### src/rtl/disp_ctl_decoder.sv
module disp_ctl_decoder #(
  parameter int          NUM_SHADOW   = 16,
  parameter logic [31:0] RESET_STATUS = 32'h1480_2000
) (
  input  logic            clk,
  input  logic            rst_n,
  input  logic            wr_en,
  input  logic [31:0]     wr_data,
  input  logic [7:0][31:0] env_regs,
  output logic [31:0]     status,
  output logic [31:0]     readback,
  output logic [9:0]      start_x,
  output logic [8:0]      start_y,
  output logic [11:0]     h_x1,
  output logic [11:0]     h_x2,
  output logic [9:0]      v_y1,
  output logic [9:0]      v_y2,
  output logic            start_chg,
  output logic            hrange_chg,
  output logic            vrange_chg,
  output logic            mode_chg,
  output logic            fifo_flush
);
  localparam int SIW = $clog2(NUM_SHADOW);
  localparam int BLANK_BIT = 23;
  localparam int DMA_LO = 29;
  localparam logic [31:0] MASK20 = 32'h000F_FFFF;
  localparam logic [31:0] MASK22 = 32'h003F_FFFF;

  logic [31:0] shadow [NUM_SHADOW];

  logic [7:0]     cmd;
  logic [SIW-1:0] sidx;
  logic           in_shadow, redundant, accept, start_diff;

  assign cmd        = wr_data[31:24];
  assign sidx       = cmd[SIW-1:0];
  assign in_shadow  = 32'(cmd) < NUM_SHADOW;
  assign redundant  = in_shadow && cmd > 8'h01 && cmd != 8'h05 && shadow[sidx] == wr_data;
  assign accept     = wr_en && !redundant;
  assign start_diff = wr_data[9:0] != start_x || wr_data[18:10] != start_y;

  always_ff @(posedge clk) begin
    if (!rst_n) begin
      for (int i = 0; i < NUM_SHADOW; i++) shadow[i] <= (i == 3) ? 32'd1 : 32'd0;
      status     <= RESET_STATUS;
      readback   <= '0;
      start_x    <= '0;
      start_y    <= '0;
      h_x1       <= '0;
      h_x2       <= '0;
      v_y1       <= '0;
      v_y2       <= '0;
      start_chg  <= 1'b0;
      hrange_chg <= 1'b0;
      vrange_chg <= 1'b0;
      mode_chg   <= 1'b0;
      fifo_flush <= 1'b0;
    end else begin
      start_chg  <= 1'b0;
      hrange_chg <= 1'b0;
      vrange_chg <= 1'b0;
      mode_chg   <= 1'b0;
      fifo_flush <= 1'b0;
      if (accept) begin
        if (in_shadow) shadow[sidx] <= wr_data;
        case (cmd)
          8'h00: begin
            for (int i = 0; i < NUM_SHADOW; i++) shadow[i] <= (i == 3) ? 32'd1 : 32'd0;
            status     <= RESET_STATUS;
            readback   <= '0;
            fifo_flush <= 1'b1;
          end
          8'h01: fifo_flush <= 1'b1;
          8'h03: status[BLANK_BIT] <= wr_data[0];
          8'h04: status[DMA_LO+1:DMA_LO] <= wr_data[1:0];
          8'h05: if (start_diff) begin
            start_x   <= wr_data[9:0];
            start_y   <= wr_data[18:10];
            start_chg <= 1'b1;
          end
          8'h06: begin
            h_x1       <= wr_data[11:0];
            h_x2       <= wr_data[23:12];
            hrange_chg <= 1'b1;
          end
          8'h07: begin
            v_y1       <= wr_data[9:0];
            v_y2       <= wr_data[19:10];
            vrange_chg <= 1'b1;
          end
          8'h08: begin
            status[22:16] <= {wr_data[5:0], wr_data[6]};
            mode_chg      <= 1'b1;
          end
          default: if (cmd[7:4] == 4'h1) begin
            case (wr_data[3:0])
              4'h2, 4'h3, 4'h4: readback <= env_regs[wr_data[2:0]] & MASK20;
              4'h5:             readback <= env_regs[5] & MASK22;
              4'h7:             readback <= 32'd2;
              default:          ;
            endcase
          end
        endcase
      end
    end
  end

  AST_CMD0_RESTORE: assert property (@(posedge clk) disable iff (!rst_n)
    (wr_en && cmd == 8'h00) |=> (status == RESET_STATUS && readback == 32'd0 && fifo_flush));
  AST_FLUSH_CMD1: assert property (@(posedge clk) disable iff (!rst_n)
    (wr_en && cmd == 8'h01) |=> (fifo_flush && $stable(status) && $stable(readback)));
  AST_BLANK_TRACK: assert property (@(posedge clk) disable iff (!rst_n)
    (wr_en && cmd == 8'h03) |=> status[BLANK_BIT] == $past(wr_data[0]));
  AST_DMA_TRACK: assert property (@(posedge clk) disable iff (!rst_n)
    (wr_en && cmd == 8'h04) |=> status[DMA_LO+1:DMA_LO] == $past(wr_data[1:0]));
  AST_START_REAL_CHANGE: assert property (@(posedge clk) disable iff (!rst_n)
    start_chg |-> {start_x, start_y} != $past({start_x, start_y}));
  AST_START_HOLD: assert property (@(posedge clk) disable iff (!rst_n)
    !(wr_en && cmd == 8'h05) |=> $stable({start_x, start_y}));
  AST_HRANGE_HOLD: assert property (@(posedge clk) disable iff (!rst_n)
    !(wr_en && cmd == 8'h06) |=> $stable({h_x1, h_x2}));
  AST_VRANGE_HOLD: assert property (@(posedge clk) disable iff (!rst_n)
    !(wr_en && cmd == 8'h07) |=> $stable({v_y1, v_y2}));
  AST_MODE_TRACK: assert property (@(posedge clk) disable iff (!rst_n)
    (wr_en && cmd == 8'h08) |=> status[22:16] == {$past(wr_data[5:0]), $past(wr_data[6])});
  AST_PULSE_EXCL: assert property (@(posedge clk) disable iff (!rst_n)
    $onehot0({start_chg, hrange_chg, vrange_chg, mode_chg}));
endmodule

### config.mk
export PLATFORM = sky130hd
export DESIGN_NAME = disp_ctl_decoder
export DESIGN_NICKNAME = d
export VERILOG_FILES = /design/src/rtl/disp_ctl_decoder.sv
export SDC_FILE = /design/constraint.sdc
export NUM_CORES = 1
export LEC_CHECK = 0
export ABC_AREA = 0
export BUFFER_PORTS_ARGS = -buffer_cell sky130_fd_sc_hd__buf_4
export CORE_ASPECT_RATIO = 0.7
export CORE_UTILIZATION = 40
export CTS_BUF_LIST = sky130_fd_sc_hd__clkbuf_4
export DETAILED_ROUTE_END_ITERATION = 12
export HOLD_SLACK_MARGIN = 0.02
export PLACE_DENSITY = 0.63
export SETUP_SLACK_MARGIN = 0.02
export SLEW_MARGIN = 20
export SYNTH_ARGS = -nofsm -noshare
export SYNTH_HDL_FRONTEND = slang
export SYNTH_SLANG_ARGS = --single-unit
### constraint.sdc
create_clock -name clk -period 7.8 [get_ports clk]
set_clock_uncertainty 0.05 [all_clocks]
set_input_delay 1.56 -clock clk [delete_from_list [all_inputs] [get_ports clk]]
set_output_delay 1.56 -clock clk [all_outputs]
set_load 0.005 [all_outputs]
* Word-level counts from Yosys, hierarchy flattened
Memory sizes are Yosys's and may differ from the RTL's.
Cells that the tools add are included.
** Cells by class
- Reductions and logical operators :: 25
- Magnitude comparators :: 3
- Equality and inequality tests :: 18
- Multiplexer cells :: 41
- Bitwise gates (word level) :: 20
** Operators by type and width (number)
- $mux 32 :: 18
- $bmux 32 s3 :: 1
- $pmux 32 s3 :: 1
- $pmux 32 s2 :: 1
- $eq 32x32->1 :: 1
- $eq 8x3->1 const B :: 4
- $reduce_or 32->1 :: 1
- $mux 20 :: 1
- $or 1x1->1 :: 16
- $mux 1 :: 15
- $pmux 7 s2 :: 1
- $eq 4x3->1 const B :: 3
- $reduce_and 2->1 :: 6
- $ne 10x10->1 :: 1
- $ne 9x9->1 :: 1
- $eq 4x2->1 const B :: 2
- $eq 8x1->1 const B :: 1
- $eq 8x2->1 const B :: 1
- $eq 8x4->1 const B :: 1
- $gt 8x1->1 const B :: 1
- $logic_not 8->1 :: 1
- $lt 8x5->1 const B :: 1
- $ne 8x3->1 const B :: 1
- $reduce_bool 2->1 :: 4
- other kinds (17) :: 23
** Storage, ports and cells
- Register bits :: 110
- Bits in writable memories :: 512
- Word-level logic and storage cells :: 123
- Output and inout port bits :: 132
- Input port bits :: 291
- Memories kept :: 1
** Memory list
- shadow :: words 16, bits a word 32, read ports 1, clocked after memory_dff 0, write ports 16, line 30 : logic [31:0] shadow [NUM_SHADOW];

* Logic depth before layout (Yosys ltp)
- Depth in word-level cells :: 14
- Mapped depth :: 17
- Mapped depth without buffers :: 9

* Least setup slack after synthesis
Ideal clock, no wire load.
- Path kind :: in2reg
- Start point :: input port wr_data[24]
- End point :: memory shadow[2][0], enable pin
- Data required time :: 7.284 ns
- Library setup time :: 0.466 ns
- Cell stages on the path :: 14
- Slack :: 0.837 ns
- Arrival :: 6.447 ns
- Cell sequence :: buf_6 -> buf_6 -> buf_4 -> buf_2 -> mux4_2 -> mux2i_1 -> nand2_1 -> o21ai_0 -> nor4_1 -> o2111ai_1 -> o31ai_4 -> or3_1 -> buf_2 -> o21ai_0
** RTL lines
- start, declared :: line 8 : input logic [31:0] wr_data,
- end, declared :: line 30

==> results.py <==
metrics = {
    "run_status": {
        "run_status": "finished clean",
    },
    "die": {
        "chipHeight_microns": 225,
        "num_ports": 423,
        "die_x_microns": 320,
        "die_area_sq_um": 72000,
        "effective_utilization_at_floorplan_pct": 40.5,
        "placeableCoreArea_sq_um": 70000,
        "rows": 81,
    },
    "global_route": {
        "grt_max_degree": 67,
        "gr-total-overflow": 0,
        "number_of_antenna_violations_at_the_first_check_in_global_routing": 3,
        "grt_usage_pct": 23.8,
        "grt_pass1_vias": 19200,
        "grt_pass1_wl_microns": 126000,
    },
    "clock_network": {
        "numCtsBuffers": 144,
        "cts.htree.levels": 4,
        "cts_repair_resize_count": 0,
        "cts_buffer_depth": 3,
        "cts_post_setup_buffers_inserted": 0,
        "tritoncts": "built",
        "clock_sink_count": 612,
        "clk_transition_reported_paths_ps": 70,
        "hold_buffers": 0,
        "clk_latency_ps": 890,
        "root_buffer": "clkbuf_4",
    },
    "worst_setup_path": {
        "critical_path_class": "input port to flop",
        "critPathMaxFanout": 59,
        "worstSetupStartpoint": "wr_data[25]",
        "master_of_the_slowest_instance_on_the_critical_path": "nand2b_2",
        "combined_buffer_and_inverter_count_along_the_critical_path": 2,
        "rrSetupSlack_ps": 3040,
        "critical_path.cell_chain": "buf_4 > nor2b_1 > a22oi_1 > a21oi_1 > o211ai_1 > o32ai_1 > nand4b_1 > o31ai_4 > nor3_1 > buf_4 > nand2b_2",
        "reg2reg_depth": 10,
        "crit_path_start_kind": "input port",
        "endpoint_kind": "flop",
        "crit_path_frequent_cell": "buf_4",
        "critical_path_required_ps": 8090,
        "critical_path.reg2reg.endpoint": "shadow[9][28]",
        "cp.arrival_ps": 6280,
        "worstReg2RegStart": "shadow[7][13]",
        "timing.critical_path.slowest_cell_delay_ps": 730,
        "timing.critical_path.max_delay_family": "compound AO/OA/AOI/OAI gates",
    },
    "yosys": {
        "synth-seq-cells": 612,
        "yosysTopAreaCellShare_pct": 54.2,
        "yosys-top-cells-area": "edfxtp_1, mux4_2, dfxtp_1, mux2i_1, and2_1",
        "yosysMostFrequentCell": "edfxtp_1",
        "synthesis.instances": 2059,
        "count_of_flip_flops_with_a_built_in_enable_after_synthesis": 512,
        "synth_area_per_cell_sq_um": 13.8,
        "synth-async-reset-ratio_pct": 0,
        "syn-cell-area_sq_um": 28400,
        "yosysUniqueCellTypes": 67,
        "synthesis_warnings": 0,
        "synth_sequential_area_ratio_pct": 61.3,
        "list_of_most_frequent_post_synthesis_cells": "edfxtp_1, and2_1, nor4_1",
        "ys.flop_type": "edfxtp_1",
        "synth_largest_area_cell": "edfxtp_1",
    },
    "placement": {
        "pre_cts_slack_ps": 1160,
        "place.port_buffers": 296,
        "detailedPlacementHpwl_microns": 57700,
        "place_congestion": 0.925,
    },
    "route": {
        "route.vias.total": 19800,
        "detail_route.wl_per_cell_microns": 24.5,
        "antenna_left": 0,
        "post_drt_via_cell_ratio": 5.56,
        "drc_errors": 0,
        "drt-pass1-iter-count": 7,
        "total_wire_length_microns": 87100,
        "drt_iter0_markers": 2247,
    },
    "sta": {
        "fin_crit_ps": 5990,
        "final_max_slew_viol_count": 0,
        "setup_viol_count_final": 0,
        "final.period_utilization_pct": 76.8,
        "setup-tns-final_ps": 0,
        "layout_setup_ws_ps": 1810,
        "rsz0062_at_grt": "false",
        "timing.slew.headroom_pct": 27.0,
        "fmax_mhz": 167,
        "final-hold-violation-count": 0,
        "worst_pin_slew_ps": 1090,
    },
    "power_and_ir_drop": {
        "report.power.total_mw": 7.11,
        "ir_worst_vdd_uv": 171,
        "p_leak_nw": 12.3,
        "power_density_nw_per_um2": 210,
    },
    "flow_run": {
        "maxCapViolCount": 0,
    },
    "worst_hold_path": {
        "hp-start": "readback[21]",
        "holdPathStages": 2,
        "whs_endpoint": "readback[21]",
        "holdCritPathClass": "flop to flop",
    },
    "layout": {
        "nets": 2782,
        "layout.core_utilization_pct": 48.3,
        "post_route_cells_drive_above_1_share_pct": 29.9,
        "flow.area_growth_from_synthesis_pct": 19.2,
    },
}
stage by stage:
stage	instances	hold WS, ps	area (sq um)
after floorplan	2209	398	28900
after global routing	3558	433	33800
after detailed placement	3298	397	32000
after CTS	3553	406	33800
final	3562	404	33800
after global placement	3298	395	32000
registers in the layout, indices dropped and copies added (netlist names):
name	cells
fifo_flush	1
h_x2	12
start_y	9
v_y1	10
h_x1	12
start_x	10
mode_chg	1
shadow	512
status	10
start_chg	1
hrange_chg	1
readback	22
vrange_chg	1
v_y2	10
logic make-up (layout without fill, tap and decap cells):
| kind of cell | count (synthesis) | count (layout) | share of synthesized area [%] |
|---|---|---|---|
| compound gates | 189 | 189 | 4.92 |
| xor+xnor | 46 | 46 | 1.42 |
| buf+inv | 261 | 652 | 4.44 |
| flops | 612 | 612 | 61.3 |
| mux | 272 | 272 | 15.0 |
| other cells | 2 | 160 | 0.0265 |
| simple gates | 677 | 677 | 12.9 |
worst max path at each step:
stage,endpoint,slack [ps],cells after the start
detailed placement,shadow[2][28],1160,11
CTS,shadow[9][28],2080,11
global route,shadow[9][28],1720,11
floorplan,shadow[2][0],840,14
finish,shadow[9][28],1810,11
global placement,shadow[2][28],1170,11
metal layers:
metal | global-route usage [%] | vias to the layer above | part of all wire (%)
met4 | 6.54 | 4 | 1.9
met2 | 33.8 | 999 | 43
met1 | 35.0 | 9983 | 44
met5 | 0 | - | 0.031
met3 | 7.09 | 152 | 11
li1 | - | 8670 | -
layout by cell type (no fill, tap or decap), types with 13 or more instances in the layout:
cell type / n
xor2_1: 29
nor4_1: 145
and2_1: 202
nor3_1: 65
mux2_2: 13
a211oi_1: 25
a21oi_1: 31
o22ai_1: 14
mux2i_1: 138
a22oi_1: 21
edfxtp_1: 512
nor2_1: 96
mux4_2: 121
inv_1: 13
clkinv_1: 36
xnor2_1: 17
clkbuf_4: 213
nand2_1: 98
dfxtp_1: 100
buf_4: 371
conb_1: 152
a221oi_1: 24
power by group:
| group | internal [mW] | total, mW | switching [mW] | leakage [nW] |
|---|---|---|---|---|
| clock network | 1.32 | 2.63 | 1.31 | 1.09 |
| registers | 3.70 | 3.74 | 0.0414 | 5.70 |
| logic | 0.286 | 0.736 | 0.450 | 5.50 |
| total | 5.30 | 7.11 | 1.81 | 12.3 |
worst register-to-register path: stages (launching register included):
cell and delay, ps:
edfxtp_1 370, mux4_2 490, mux2i_1 300, xnor2_1 150, o211ai_1 630, and4_1 410, nand4b_1 170, o31ai_4 590
nor3_1 90, buf_4 240, nand2b_2 730
area by class of cell:
class | count | area, sq um
sequential | 612 | 17400
clock buffer | 213 | 1600
antenna | 8 | 20.0
fill | 6186 | 36200
multi-input combinational | 1336 | 10400
clock inverter | 42 | 223
timing repair buffer | 376 | 2870
inverter | 21 | 78.8
tap | 954 | 1190
Note: power is estimated with default switching activity, not from simulation.
